## src/rtl/wup_pkg.sv

```systemverilog
// Shared definitions for the oscillator warm-up interval counter.
// Assumes two clock sources; the index of a source equals its select code.
package wup_pkg;
    localparam int WUP_NSRC         = 2;
    localparam int WUP_SYNC_STAGES  = 2;

    typedef enum logic {
        SRC_SLOW = 1'b0,
        SRC_FAST = 1'b1
    } wup_src_e;
endpackage

```

## src/rtl/wup_edge_sync.sv

```systemverilog
// Brings an asynchronous clock input into the register clock domain and
// emits a one-cycle pulse per rising edge. Assumes the source stays high and
// low for at least one register clock period each.
module wup_edge_sync #(
    parameter int STAGES = 2
) (
    input  logic clk,
    input  logic rst_n,
    input  logic din,
    output logic rise
);
    logic [STAGES:0] shreg;

    // Shift the input through the synchronizer plus one history flop.
    always_ff @(posedge clk) begin
        if (!rst_n) shreg <= '0;
        else        shreg <= {shreg[STAGES-1:0], din};
    end

    // A rising edge appears once the synchronized level is new.
    always_comb rise = shreg[STAGES-1] & ~shreg[STAGES];
endmodule

```

## src/rtl/wup_counter.sv

```systemverilog
// Cascaded low/high byte up-counter. Only the high part is compared with the
// high part of the setting, at the moment the low part wraps. A high setting
// of zero means 2^HI_W steps. It clears on a match or whenever run is low.
module wup_counter #(
    parameter int HI_W = 8,
    parameter int LO_W = 8
) (
    input  logic                 clk,
    input  logic                 rst_n,
    input  logic                 run,
    input  logic                 step,
    input  logic [HI_W-1:0]      setting_hi,
    output logic                 hit,
    output logic [HI_W+LO_W-1:0] cnt
);
    localparam int CW = HI_W + LO_W;

    logic [HI_W:0] target;
    logic [HI_W:0] hi_next;
    logic          lo_full;

    // Number of high-part steps to wait; zero selects the full range.
    always_comb begin
        if (setting_hi == '0) target = {1'b1, {HI_W{1'b0}}};
        else                  target = {1'b0, setting_hi};
    end

    // Detect the wrap of the low part that completes the programmed steps.
    always_comb begin
        lo_full = &cnt[LO_W-1:0];
        hi_next = {1'b0, cnt[CW-1:LO_W]} + {{HI_W{1'b0}}, 1'b1};
        hit     = step && lo_full && (hi_next == target);
    end

    // Count register: cleared when stopped or on a match, else advances.
    always_ff @(posedge clk) begin
        if (!rst_n)            cnt <= '0;
        else if (!run || hit)  cnt <= '0;
        else if (step)         cnt <= cnt + {{(CW-1){1'b0}}, 1'b1};
    end
endmodule

```

## src/rtl/wup_interval_timer.sv

```systemverilog
// Top of the oscillator warm-up interval counter. Synchronizes both source
// clocks, selects one by direction, gates it with run and enable, counts,
// and holds a sticky interrupt request. The timer output stays low in this
// mode. Assumes software clears run before it switches clocks.
module wup_interval_timer
    import wup_pkg::*;
#(
    parameter int HI_W = 8,
    parameter int LO_W = 8
) (
    input  logic                 clk,
    input  logic                 rst_n,
    input  logic                 run,
    input  logic                 dir_sel,
    input  logic                 src_en,
    input  logic                 slow_src,
    input  logic                 fast_src,
    input  logic [HI_W+LO_W-1:0] setting,
    input  logic                 irq_ack,
    output logic                 irq,
    output logic                 tff_out
);
    localparam int CW = HI_W + LO_W;

    logic [WUP_NSRC-1:0] src_vec;
    logic [WUP_NSRC-1:0] src_rise;
    logic                step;
    logic                hit;
    logic [CW-1:0]       cnt;
    logic                unused_setting_lo;
    wup_src_e            src_sel;

    // Gather the sources so that the select code indexes them.
    always_comb begin
        src_vec[SRC_SLOW] = slow_src;
        src_vec[SRC_FAST] = fast_src;
        src_sel           = wup_src_e'(dir_sel);
    end

    for (genvar i = 0; i < WUP_NSRC; i++) begin : g_sync
        wup_edge_sync #(.STAGES(WUP_SYNC_STAGES)) u_sync (
            .clk  (clk),
            .rst_n(rst_n),
            .din  (src_vec[i]),
            .rise (src_rise[i])
        );
    end

    // Qualify the selected edge with run and the source enable.
    always_comb step = run && src_en && src_rise[src_sel];

    wup_counter #(.HI_W(HI_W), .LO_W(LO_W)) u_cnt (
        .clk       (clk),
        .rst_n     (rst_n),
        .run       (run),
        .step      (step),
        .setting_hi(setting[CW-1:LO_W]),
        .hit       (hit),
        .cnt       (cnt)
    );

    // Sticky request: a match has priority over an acknowledge.
    always_ff @(posedge clk) begin
        if (!rst_n)       irq <= 1'b0;
        else if (hit)     irq <= 1'b1;
        else if (irq_ack) irq <= 1'b0;
    end

    // Low setting bits do not take part in the interval.
    always_comb unused_setting_lo = &{1'b0, setting[LO_W-1:0]};

    // The pulse output stays quiet while this mode is in use.
    always_comb tff_out = 1'b0;
endmodule

```

## config.mk

```make
export PLATFORM = sky130hd
export DESIGN_NAME = wup_interval_timer
export DESIGN_NICKNAME = d
export VERILOG_FILES = /design/src/rtl/wup_pkg.sv /design/src/rtl/wup_edge_sync.sv /design/src/rtl/wup_counter.sv /design/src/rtl/wup_interval_timer.sv
export SDC_FILE = /design/constraint.sdc
export NUM_CORES = 1
export LEC_CHECK = 0
export ABC_AREA = 1
export CAP_MARGIN = 20
export CORE_UTILIZATION = 65
export DETAILED_ROUTE_END_ITERATION = 10
export DONT_BUFFER_PORTS = 1
export PLACE_DENSITY = 0.83
export SLEW_MARGIN = 20
export SYNTH_ARGS = -nofsm -noshare
export SYNTH_HDL_FRONTEND = slang
export SYNTH_SLANG_ARGS = --single-unit
```

## constraint.sdc

```tcl
create_clock -name clk -period 3.8 [get_ports clk]
set_clock_uncertainty 0.2 [all_clocks]
set_input_delay 0.38 -clock clk [delete_from_list [all_inputs] [get_ports clk]]
set_output_delay 0.38 -clock clk [all_outputs]
set_load 0.02 [all_outputs]
```

Word level (Yosys, flattened, before mapping)
Index checks and enable logic that the tools add are counted.

word-level totals
  register bits = 23
  input port bits = 24
  logic and storage cells = 28

cells by class
  add/subtract/negate cells = 2
  order comparisons = 1
  eq/ne operators = 1
  mux-type cells = 5
  bitwise logic cells = 5
  reductions and logical operators = 10

operators by type and width
  kind                     number
  $add A16 B1 Y16 const B  1
  $add A8 B1 Y9 const B    1
  $eq A9 B9 Y1             1
  $mux W9                  1
  $logic_not A8 Y1         1
  $reduce_and A8 Y1        1
  $logic_and A1 B1 Y1      4
  $mux W1                  4
  $not A1 Y1               3
  $and A1 B1 Y1            2
  $lt A1 B2 Y1 const B     1
  $reduce_bool A2 Y1       1
  $reduce_or A2 Y1         1
  $logic_not A1 Y1         1
  $logic_or A1 B1 Y1       1

Logic depth before layout (Yosys ltp)
Gate-level depths: netlist (run 1).

  word-level depth = 9
  depth in mapped cells = 13
  mapped depth without buffers = 12

By module
A second synthesis (run 1) with hierarchy kept.

second synthesis, totals
  cells, all modules = 220
  area total of the unflattened synthesis = 1472.7 um2

by module, submodules not included
  module              times used  cells each  area an instance (um2)  seq. area each (um2)
  wup_counter         1           185         1212.4                  320.3
  wup_edge_sync       2           11          92.6                    60.1
  wup_interval_timer  1           13          75.1                    20.0

Worst setup path after synthesis (run 1)
No wires, ideal clock.

  kind = flip-flop to flip-flop
  start = register u_cnt.cnt[8]
  end = register u_cnt.cnt[15]
  library setup time = 0.116 ns
  data arrival time = 1.526 ns
  path slack = 1.958 ns
  cell stages (with the launch flop) = 12
  cell sequence = dfxtp_1 ha_1 nand2_1 o21ai_2 nand2_1 nand2_1 nand2_1 nor2_1 nand3_2 nand2_4 buf_6 nor2_1

between the ends
  cells in the longest elaborated chain, start to end = 5
  elaborated cells between the ends (all ways) = 6

RTL lines
  element                            RTL line           text
  start: declaration                 wup_counter.sv:14  output logic [HI_W+LO_W-1:0] cnt
  start signal: assignment           wup_counter.sv:39  else if (step) cnt <= cnt + {{(CW-1){1'b0}}, 1'b1};
  $add A8 B1 Y9                      wup_counter.sv:31  hi_next = {1'b0, cnt[CW-1:LO_W]} + {{HI_W{1'b0}}, 1'b1};
  $eq A9 B9 Y1                       wup_counter.sv:32  hit = step && lo_full && (hi_next == target);
  $logic_and A1 B1 Y1                wup_counter.sv:32
  $logic_or A1 B1 Y1                 wup_counter.sv:38  else if (!run || hit) cnt <= '0;
  $reduce_or A2 Y1 (no source line)  n/a

Several ways; a longest one is shown, not always the timed one.
A chain may end at the register's enable or synchronous reset.

Worst setup path after layout (run 1)
  start = register u_cnt.cnt[8]
  end = register u_cnt.cnt[9]

Same word-level chain as after synthesis.

==> run_results.csv, run 1 <==
group,metric,value,unit
floorplanning,io_pins,26,
routing,post_drt_wl_per_cell,10.9,µm
place,dpl_cell_area,1450,µm²
yosys,synth_flop_cell,"dfxtp_1",
clock_tree,cts_made_buffers,3,
yosys,synthCells,225,
yosys,syn-cell-area,1440,µm²
clock_tree,clock-root-buffer,"clkbuf_4",
sta,drv_slew,0,
yosys,async_flop_share,0,
sta,period_share,0.572,
yosys,netlist_top_cells_area,"dfxtp_1, nand2_1, nor2_1",
worst_hold_path,hp-class,"in -> reg",
yosys,synth.top_cell.area_share,0.319,
finish,fill_cells,176,
global_route,grt.overflow.total,0,
sta,setup_viol,0,
yosys,ys_seq_area_frac,0.319,
worst_setup_path,slowest_delay,0.49,ns
global_route,grt_pass1_vias,1266,
sta,fin_ws,1.63,ns
worst_setup_path,critPathTopFamily,"simple AND/OR/NAND/NOR gates",
yosys,synth_most_common_cell,"nand2_1",
flow_run,cap_violations,0,
clock_tree,clk-insertion-delay-late,0.31,ns
floorplanning,start_util,0.714,
sta,rsz0062_at_grt,"no",
worst_setup_path,worst_setup_path_end_kind,"flip-flop",
yosys,synth_cell_types,29,
finish,nets,254,
place,io_buffers,0,
clock_tree,cts_sinks,23,
global_route,grt_usage,0.260,
yosys,ys_ff_latch,23,
yosys,synth.top_cells.by_count,"nand2_1, nor2_1, inv_1, dfxtp_1, nand3_1",
place,finalWeightedCongestion,0.823,
yosys,synth_edf_count,0,
routing,dr.pass1.iters,6,
finish,final_area,1500,µm²
clock_tree,clock_path_buffers,2,
floorplanning,die_area,2410,µm²
clock_tree,clk_pin_slew,0.12,ns
place,post-place-ws,1.67,ns
floorplanning,core_area,2020,µm²
sta,min_period,2.17,ns
power_and_ir_drop,pwr_density_cell,253,nW/µm²
floorplanning,fp.dieH,49.1,µm
worst_setup_path,worstSetupPathType,"reg -> reg",
power_and_ir_drop,vdd_drop_max,0.000303,V
routing,vias,1316,
routing,via_per_inst,5.18,
global_route,antenna_found_initial,0,
worst_setup_path,crit_chain,"ha_1, nand3_1, nor2_1, nand2_1, nand2_1, nand2_1, nor2_1, nand3_2, nand2_4, nor2_1",
worst_setup_path,path_buf_inv,0,
outcome,status,"finished clean",
floorplanning,num_rows,16,
clock_tree,cts_tree,"done",
routing,routed_wl,2770,µm
worst_setup_path,start_kind,"flip-flop",
place,dp_hpwl,2100,µm
global_route,grt_pass1_wl,4930,µm
clock_tree,cts_setup_buffers,0,
worst_setup_path,slowest_stage,"dfxtp_1",
finish,drive_gt1_frac,0.0573,
sta,setup_tns,0,ns
yosys,syn-num-nets,251,
yosys,yosys_warnings,0,
clock_tree,h-tree-depth,1,
worst_setup_path,r2r_slack,1.63,ns
global_route,grt_max_degree,17,
finish,layout-area-overhead-vs-synth,4.07,%
worst_setup_path,worstPathArrival,2.19,ns
finish,final_util,0.743,
routing,ant_nets,0,
floorplanning,die_w,49.1,µm
worst_setup_path,required,3.81,ns
clock_tree,cts_resized,0,
yosys,yosys.area.top_type,"dfxtp_1",
sta,fmax,460,MHz
power_and_ir_drop,leakage,0.704,nW
routing,drc,0,
routing,initialDrtViolationCount,42,
worst_setup_path,crit_fanout,16,
sta,hold_violations,0,
yosys,syn_area_per_cell,6.42,µm²
finish,antennaDiodeCount,0,
[cell families (layout without fill, tap and decap cells)]
kind of cell,count (synthesis),in the layout,synth area share
buffers and inverters,39,41,0.111
other,1,1,0.00260
AOI/OAI and AO/OA,11,11,0.0451
DFF,23,23,0.319
xor gates and xnor gates,16,16,0.0971
adders and majority gates,2,2,0.0173
muxes,1,1,0.00693
and+or+nand+nor,132,132,0.401
[final timing paths]
check,from,end,depth (start not counted)
worst max-delay path,u_cnt.cnt[8]$_SDFFE_PP0P_,u_cnt.cnt[9]$_SDFFE_PP0P_,10
worst min-delay path,irq_ack,irq$_SDFFE_PN0P_,3
worst max register to register,u_cnt.cnt[8]$_SDFFE_PP0P_,u_cnt.cnt[9]$_SDFFE_PP0P_,10
worst min register to register,g_sync[0].u_sync.shreg[1]$_SDFF_PN0_,g_sync[0].u_sync.shreg[2]$_SDFF_PN0_,2
[sequential cells by signal, summed over array words and instances, names as in the netlist]
name and cells:
g_sync.u_sync.shreg 6, irq 1, u_cnt.cnt 16
[routing by layer]
metal | part of all wire | vias to the layer above | track usage
li1 | - | 691 | -
met1 | 0.43 | 582 | 0.285
met2 | 0.52 | 38 | 0.500
met3 | 0.037 | 5 | 0.0280
met4 | 0.012 | 0 | 0.0980
met5 | 0 | - | 0
[layout by cell type (no fill, tap or decap), drive strengths merged]
cell / Yosys / layout
a21oi: 4 / 4
clkbuf: 2 / 3
clkinv: 1 / 2
conb: 1 / 1
dfxtp: 23 / 23
dlygate4sd3: 0 / 3
ha: 2 / 2
inv: 33 / 33
mux2i: 1 / 1
nand2: 67 / 67
nand3: 15 / 15
nand3b: 2 / 2
nand4: 3 / 3
nor2: 43 / 43
nor3b: 2 / 2
o21ai: 6 / 6
o21bai: 1 / 1
xnor2: 6 / 6
xor2: 10 / 10
[metrics by stage]
stage	hold slack [ns]	cells	total power, mW
after floorplan	0.190	225	0.271
after detailed placement	0.206	247	0.272
after global routing	0.0157	254	0.397
final	0.0181	254	0.381
after global placement	0.196	247	0.270
after CTS	0.0186	254	0.383
[tightest hold or removal path: cells and delay by family]
kind | cells | cell delay (ns)
AO/OA/AOI/OAI | 1 | 0.05
buffers and inverters | 1 | 0.02
AND/OR/NAND/NOR | 1 | 0.05
[power by group]
group	switching [mW]	internal, mW
combinational	0.0144	0.0104
sequential	0.000939	0.244
clock	0.0719	0.0393
[final cells by class]
cell class	count	area, µm²	area share
sequential	23	460	0.306
clock buffer	3	22.5	0.0150
multi-input combinational	163	823	0.548
tap	27	33.8	0.0225
clock inverter	1	5.00	0.00333
inverter	34	128	0.0849
timing repair buffer	3	30.0	0.0200
[what timing repair did]
action | CTS | global route
hold buffers | 3 | 0
endpoints found under the hold margin | 7 | 0
setup endpoints to repair | 0 | 0
Power figures use the tool's default switching activity.
==> run 2: changes to the inputs <==
--- a/config.mk
+++ b/config.mk
@@ -7,10 +7,10 @@
 export LEC_CHECK = 0
 export ABC_AREA = 1
 export CAP_MARGIN = 20
-export CORE_UTILIZATION = 65
+export CORE_UTILIZATION = 56
 export DETAILED_ROUTE_END_ITERATION = 10
 export DONT_BUFFER_PORTS = 1
-export PLACE_DENSITY = 0.83
+export PLACE_DENSITY = 0.76
 export SLEW_MARGIN = 20
 export SYNTH_ARGS = -nofsm -noshare
 export SYNTH_HDL_FRONTEND = slang
==> constraint.sdc (replaced) <==
create_clock -name clk -period 1.8 [get_ports clk]
set_clock_uncertainty 0.2 [all_clocks]
set_input_delay 0.18 -clock clk [delete_from_list [all_inputs] [get_ports clk]]
set_output_delay 0.18 -clock clk [all_outputs]
set_load 0.02 [all_outputs]
==> run 2 against run 1 <==
  * Sequential power up 110%
  * Wire length is 8.9% higher
  * Maximum frequency increased by 21%
  * Core utilization shrank 4.2 points
==> run_results.csv, run 2 (synthesis results as in run 1) <==
group,metric,value,unit
clock_tree,cts_sinks,23,
flow_run,cap_violations,0,
place,post-place-ws,-0.0958,ns
place,dpl_cell_area,1570,µm²
finish,largest-register,"u_cnt.cnt",
finish,layout-area-overhead-vs-synth,19.2,%
floorplanning,num_rows,18,
clock_tree,clk-insertion-delay-late,0.32,ns
global_route,grt.overflow.total,0,
routing,dr.pass1.iters,4,
clock_tree,clk_pin_slew,0.13,ns
power_and_ir_drop,p_total,0.827,mW
routing,routed_wl,3010,µm
sta,period_share,0.999,
outcome,status,"finished clean",
global_route,grt_usage,0.251,
floorplanning,die_area,2790,µm²
worst_setup_path,start_kind,"flip-flop",
sta,rsz0062_at_grt,"yes",
sta,setup_viol,0,
clock_tree,h-tree-depth,1,
finish,final_util,0.701,
clock_tree,clock_path_buffers,2,
worst_setup_path,required,1.87,ns
finish,nets,272,
sta,fin_ws,0.00204,ns
routing,via_per_inst,4.82,
worst_setup_path,worstPathArrival,1.87,ns
finish,layout.cells.non_filler,275,
worst_hold_path,hp-class,"in -> reg",
finish,largest_reg_flops,16,
clock_tree,cts_made_buffers,3,
global_route,grt_pass1_vias,1187,
finish,final_cell_mix,"nand2_1, nor2_1, inv_1, dfxtp_1",
sta,drv_slew,0,
floorplanning,io_pins,26,
floorplanning,core_area,2450,µm²
place,dp_cells,264,
routing,ant_nets,0,
floorplanning,die_w,52.8,µm
sta,min_period,1.80,ns
power_and_ir_drop,leakage,0.798,nW
finish,antennaDiodeCount,0,
finish,final_common_cell,"nand2_1",
power_and_ir_drop,vdd_drop_max,0.000608,V
place,io_buffers,0,
power_and_ir_drop,pwr_density_cell,481,nW/µm²
global_route,antenna_found_initial,0,
worst_setup_path,worst_setup_path_end_kind,"flip-flop",
floorplanning,fp.dieH,52.8,µm
routing,drc,0,
worst_setup_path,crit_fanout,5,
clock_tree,cts_tree,"done",
worst_setup_path,worstSetupPathType,"reg -> reg",
finish,top_regs,"u_cnt.cnt x16, g_sync.u_sync.shreg x6, irq x1",
sta,hold_violations,0,
finish,final_area,1720,µm²
routing,post_drt_wl_per_cell,10.9,µm
global_route,grt_max_degree,15,
routing,vias,1325,
global_route,grt_pass1_wl,5030,µm
sta,fmax,556,MHz
clock_tree,clock-root-buffer,"clkbuf_4",
finish,drive_gt1_frac,0.192,
place,dp_hpwl,2100,µm
floorplanning,start_util,0.588,
routing,initialDrtViolationCount,30,
place,finalWeightedCongestion,0.899,
## run 2: cell types whose count changed in the layout (fill, tap and decap cells not counted), sizes merged
cell,delta
clkinv,-1
dlygate4sd3,+2
nand2,+1
buf,+15
clkinvlp,+1
## run 2: what timing repair did
action / in CTS / in global routing
hold endpoints to repair: 23 / 0
setup buffers: 1 / 0
endpoints found under the setup margin: 17 / 17
hold buffers: 5 / 0
gates cloned: 1 / 0
pin swaps: 3 / 12
gates resized for setup: 7 / 15
## run 2: through the flow
stage,setup TNS [ns],hold WS [ns]
6_report,0,0.0876
5_1_grt,-1.12,0.122
4_1_cts,0,0.0840
3_5_place_dp,-1.37,0.0782
3_3_place_gp,-1.09,0.0747
2_1_floorplan,0,0.0776
## run 2: final cells by class
class,count,area (µm²)
Sequential cell,23,472
Inverter,34,128
Clock inverter,1,7.51
Multi-Input combinational cell,164,888
Fill cell,215,733
Tap cell,30,37.5
Timing Repair Buffer,20,166
Clock buffer,3,22.5
## run 2: path summary, 6_finish.rpt
| check | from | endpoint | slack (ns) | cells after the start |
|---|---|---|---|---|
| max | u_cnt.cnt[8]$_SDFFE_PP0P_ | irq$_SDFFE_PN0P_ | 0.002 | 11 |
| min | dir_sel | u_cnt.cnt[0]$_SDFFE_PP0P_ | 0.09 | 4 |
| max reg2reg | u_cnt.cnt[8]$_SDFFE_PP0P_ | irq$_SDFFE_PN0P_ | 0.002 | 11 |
| min reg2reg | g_sync[1].u_sync.shreg[0]$_SDFF_PN0_ | g_sync[1].u_sync.shreg[1]$_SDFF_PN0_ | 0.23 | 2 |
## run 2: routing by layer
layer,vias up,share of wire,global-route usage
li1,722,-,-
met1,580,0.48,0.310
met2,17,0.48,0.426
met3,6,0.027,0.0667
met4,0,0.011,0.0614
met5,-,0,0
## run 2: critical path, stage by stage, from the launching register on
cell and delay [ns]:
dfxtp_4 0.39, ha_4 0.18, nand2_2 0.10, nand2_2 0.05, nand2_2 0.06, nand2_2 0.05
nor2_2 0.10, nand2_1 0.06, nor2_2 0.15, nand3_4 0.13, buf_6 0.15, a21oi_2 0.12
## run 2: power by group
part | total [mW] | internal (mW) | switching (mW)
Sequential | 0.513 | 0.511 | 0.00189
Combinational | 0.0632 | 0.0272 | 0.0360
Clock | 0.251 | 0.0851 | 0.166
==> run 3: changes to the inputs <==
--- a/config.mk
+++ b/config.mk
@@ -7,11 +7,14 @@
 export LEC_CHECK = 0
 export ABC_AREA = 1
 export CAP_MARGIN = 20
-export CORE_UTILIZATION = 56
+export CELL_PAD_IN_SITES_DETAIL_PLACEMENT = 1
+export CELL_PAD_IN_SITES_GLOBAL_PLACEMENT = 2
+export CORE_UTILIZATION = 30
 export DETAILED_ROUTE_END_ITERATION = 10
 export DONT_BUFFER_PORTS = 1
-export PLACE_DENSITY = 0.76
+export PLACE_DENSITY = 0.75
 export SLEW_MARGIN = 20
 export SYNTH_ARGS = -nofsm -noshare
 export SYNTH_HDL_FRONTEND = slang
+export SYNTH_HIERARCHICAL = 1
 export SYNTH_SLANG_ARGS = --single-unit
==> run 3 against run 2 <==
  * The flow now finishes with violations (negative setup slack)
  * Clock-buffer cell count stayed put
  * Worst setup slack lost 0.13 ns
  * Non-clock buffer count is 13 higher
  * First-iteration DRC count is 20% lower
  * Maximum frequency shrank 6.5%
  * Synthesized cell count decreased by 2.2%
  * Combinational power is 27% higher
  * Cell count grew 16%
  * Largest power group unchanged
==> run_results.csv, run 3 <==
group,metric,value,unit
finish,top_regs,"u_cnt/cnt x16, g_sync.u_sync/shreg x6, irq x1",
clock_tree,clk_pin_slew,0.08,ns
sta,fin_ws,-0.123,ns
yosys,synth.top_cell.area_share,0.313,
routing,ant_nets,0,
worst_setup_path,crit_fanout,8,
yosys,ys_seq_area_frac,0.313,
power_and_ir_drop,leakage,0.844,nW
clock_tree,h-tree-depth,1,
finish,nets,279,
global_route,antenna_found_initial,0,
floorplanning,core_area,4720,µm²
global_route,grt_usage,0.148,
finish,final_cell_mix,"nand2_1, inv_1, buf_4, dfxtp_1, nor2_2",
sta,rsz0062_at_grt,"yes",
sta,fmax,520,MHz
power_and_ir_drop,power_frac_seq,0.562,
sta,setup_viol,17,
yosys,async_flop_share,0,
yosys,syn-num-nets,246,
floorplanning,io_pins,26,
yosys,synthCells,220,
finish,largest_reg_flops,16,
place,dpl_cell_area,1690,µm²
routing,drc,0,
place,dp_hpwl,2680,µm
routing,initialDrtViolationCount,24,
sta,drv_slew,0,
worst_setup_path,start_kind,"flip-flop",
worst_hold_path,hp-class,"in -> reg",
outcome,status,"finished, violations left",
yosys,synth_flop_cell,"dfxtp_1",
yosys,netlist_top_cells_area,"dfxtp_1, nand2_1, inv_1",
yosys,syn-cell-area,1470,µm²
floorplanning,start_util,0.312,
finish,drive_gt1_frac,0.306,
sta,hold_violations,0,
power_and_ir_drop,netSwitchingPower,0.220,mW
finish,layout-area-overhead-vs-synth,32.8,%
global_route,grt_pass1_wl,5940,µm
routing,post_drt_wl_per_cell,11.1,µm
flow_run,cap_violations,0,
clock_tree,clk-insertion-delay-late,0.26,ns
power_and_ir_drop,p_sw_frac,0.239,
floorplanning,die_area,5190,µm²
worst_setup_path,worst_setup_path_end_kind,"flip-flop",
floorplanning,die_w,72.1,µm
global_route,grt_pass1_vias,1392,
worst_setup_path,required,1.76,ns
finish,final_area,1960,µm²
clock_tree,clock_path_buffers,2,
floorplanning,num_rows,25,
yosys,ys_ff_latch,23,
yosys,synth_edf_count,0,
routing,routed_wl,3550,µm
routing,via_per_inst,4.26,
clock_tree,cts_tree,"done",
outcome,violations,"negative setup slack",
finish,antennaDiodeCount,0,
worst_setup_path,worstSetupPathType,"reg -> reg",
sta,min_period,1.92,ns
power_and_ir_drop,vdd_drop_max,0.000383,V
finish,final_common_cell,"nand2_1",
clock_tree,cts_made_buffers,3,
worst_setup_path,worstPathArrival,1.88,ns
sta,period_share,1.07,
place,io_buffers,0,
power_and_ir_drop,cell_internal_pwr,0.700,mW
sta,whs,0.148,ns
place,finalWeightedCongestion,0.715,
routing,dr.pass1.iters,4,
yosys,synth.top_cells.by_count,"nand2_1, inv_1, dfxtp_1, nor2_1, nor2_2",
power_and_ir_drop,clkPwrFrac,0.351,
finish,largest-register,"u_cnt/cnt",
global_route,grt.overflow.total,0,
power_and_ir_drop,pwr_density_cell,470,nW/µm²
yosys,yosys_warnings,6,
clock_tree,cts_sinks,23,
power_and_ir_drop,combPwrFrac,0.087,
floorplanning,fp.dieH,72.1,µm
routing,vias,1358,
clock_tree,clock-root-buffer,"clkbuf_8",
yosys,syn_area_per_cell,6.69,µm²
yosys,yosys.area.top_type,"dfxtp_1",
yosys,synth_cell_types,26,
yosys,synth_most_common_cell,"nand2_1",
global_route,grt_max_degree,14,
==> run 3: logic make-up (layout without fill, tap and decap cells) <==
group                      after synthesis  after routing  share of synthesized area
AOI/OAI and AO/OA                        5              5                     0.0195
xor gates and xnor gates                17             17                      0.101
adders and majority gates                2              2                     0.0170
buffers and inverters                   42             73                      0.127
DFF                                     23             23                      0.313
muxes                                    1              1                    0.00680
other                                    1              1                    0.00255
and+or+nand+nor                        129            130                      0.413
==> run 3: power by group through the flow <==
stage / sequential, mW / clock (mW) / combinational (mW)
after global placement: 0.528 / 0 / 0.0541
after CTS: 0.517 / 0.344 / 0.0765
after floorplan: 0.528 / 0 / 0.0521
after global routing: 0.518 / 0.361 / 0.0894
after detailed placement: 0.529 / 0 / 0.0555
final: 0.517 / 0.323 / 0.0802
==> run 3: metal layers <==
layer	share of wire	wire, µm	up-vias	GRT usage
li1	-	-	717	-
met4	0.0076	27	0	0.0523
met2	0.53	1890	9	0.281
met3	0.0099	35	2	0.0125
met5	0	0	-	0
met1	0.45	1600	630	0.171
==> run 3: repair_timing <==
item                                    CTS  global route
endpoints found under the setup margin   17            17
endpoints found under the hold margin     7             0
buffers inserted                          3             2
gates resized for setup                  13            17
hold buffers                              5             0
gates cloned                              1             0
pin swaps                                 8            10
==> run 3: worst paths after layout <==
| path | start | endpoint | slack (ns) | depth (start not counted) |
|---|---|---|---|---|
| setup / recovery | g_sync[0].u_sync/shreg[1]$_SDFF_PN0_ | u_cnt/cnt[7]$_SDFFE_PP0P_ | -0.12 | 11 |
| hold / removal | run | u_cnt/cnt[4]$_SDFFE_PP0P_ | 0.15 | 4 |
| setup reg to reg | g_sync[0].u_sync/shreg[1]$_SDFF_PN0_ | u_cnt/cnt[7]$_SDFFE_PP0P_ | -0.12 | 11 |
| hold reg to reg | g_sync[1].u_sync/shreg[0]$_SDFF_PN0_ | g_sync[1].u_sync/shreg[1]$_SDFF_PN0_ | 0.22 | 2 |
==> run 3: through the flow <==
stage / worst slack (ns) / setup TNS, ns / std cells / total power, mW / util
after floorplan: -0.0501 / -0.473 / 220 / 0.580 / -
after global placement: -0.139 / -1.98 / 304 / 0.582 / 0.357
after detailed placement: -0.199 / -2.60 / 304 / 0.584 / 0.357
after CTS: -0.126 / -1.78 / 317 / 0.937 / 0.396
after global routing: -0.244 / -3.67 / 319 / 0.968 / 0.414
final: -0.123 / -1.89 / 319 / 0.920 / 0.414
==> run 3: final cells by class <==
type / count / area [µm²]
clock buffer: 3 / 41.3
clock inverter: 1 / 5.00
fill: 615 / 2770
inverter: 36 / 135
multi-input combinational: 156 / 967
sequential: 23 / 463
tap: 67 / 83.8
timing repair buffer: 33 / 260
==> run 3: worst max-delay path, stage by stage (launching register included) <==
cell and delay, ns:
dfxtp_2 0.34, inv_2 0.03, nor2_2 0.08, nand2_2 0.07
a21oi_4 0.23, nand4_4 0.14, nor2_4 0.12, nand2_2 0.07
nor2_4 0.09, nand4_4 0.19, nand2_8 0.18, nor2_2 0.05
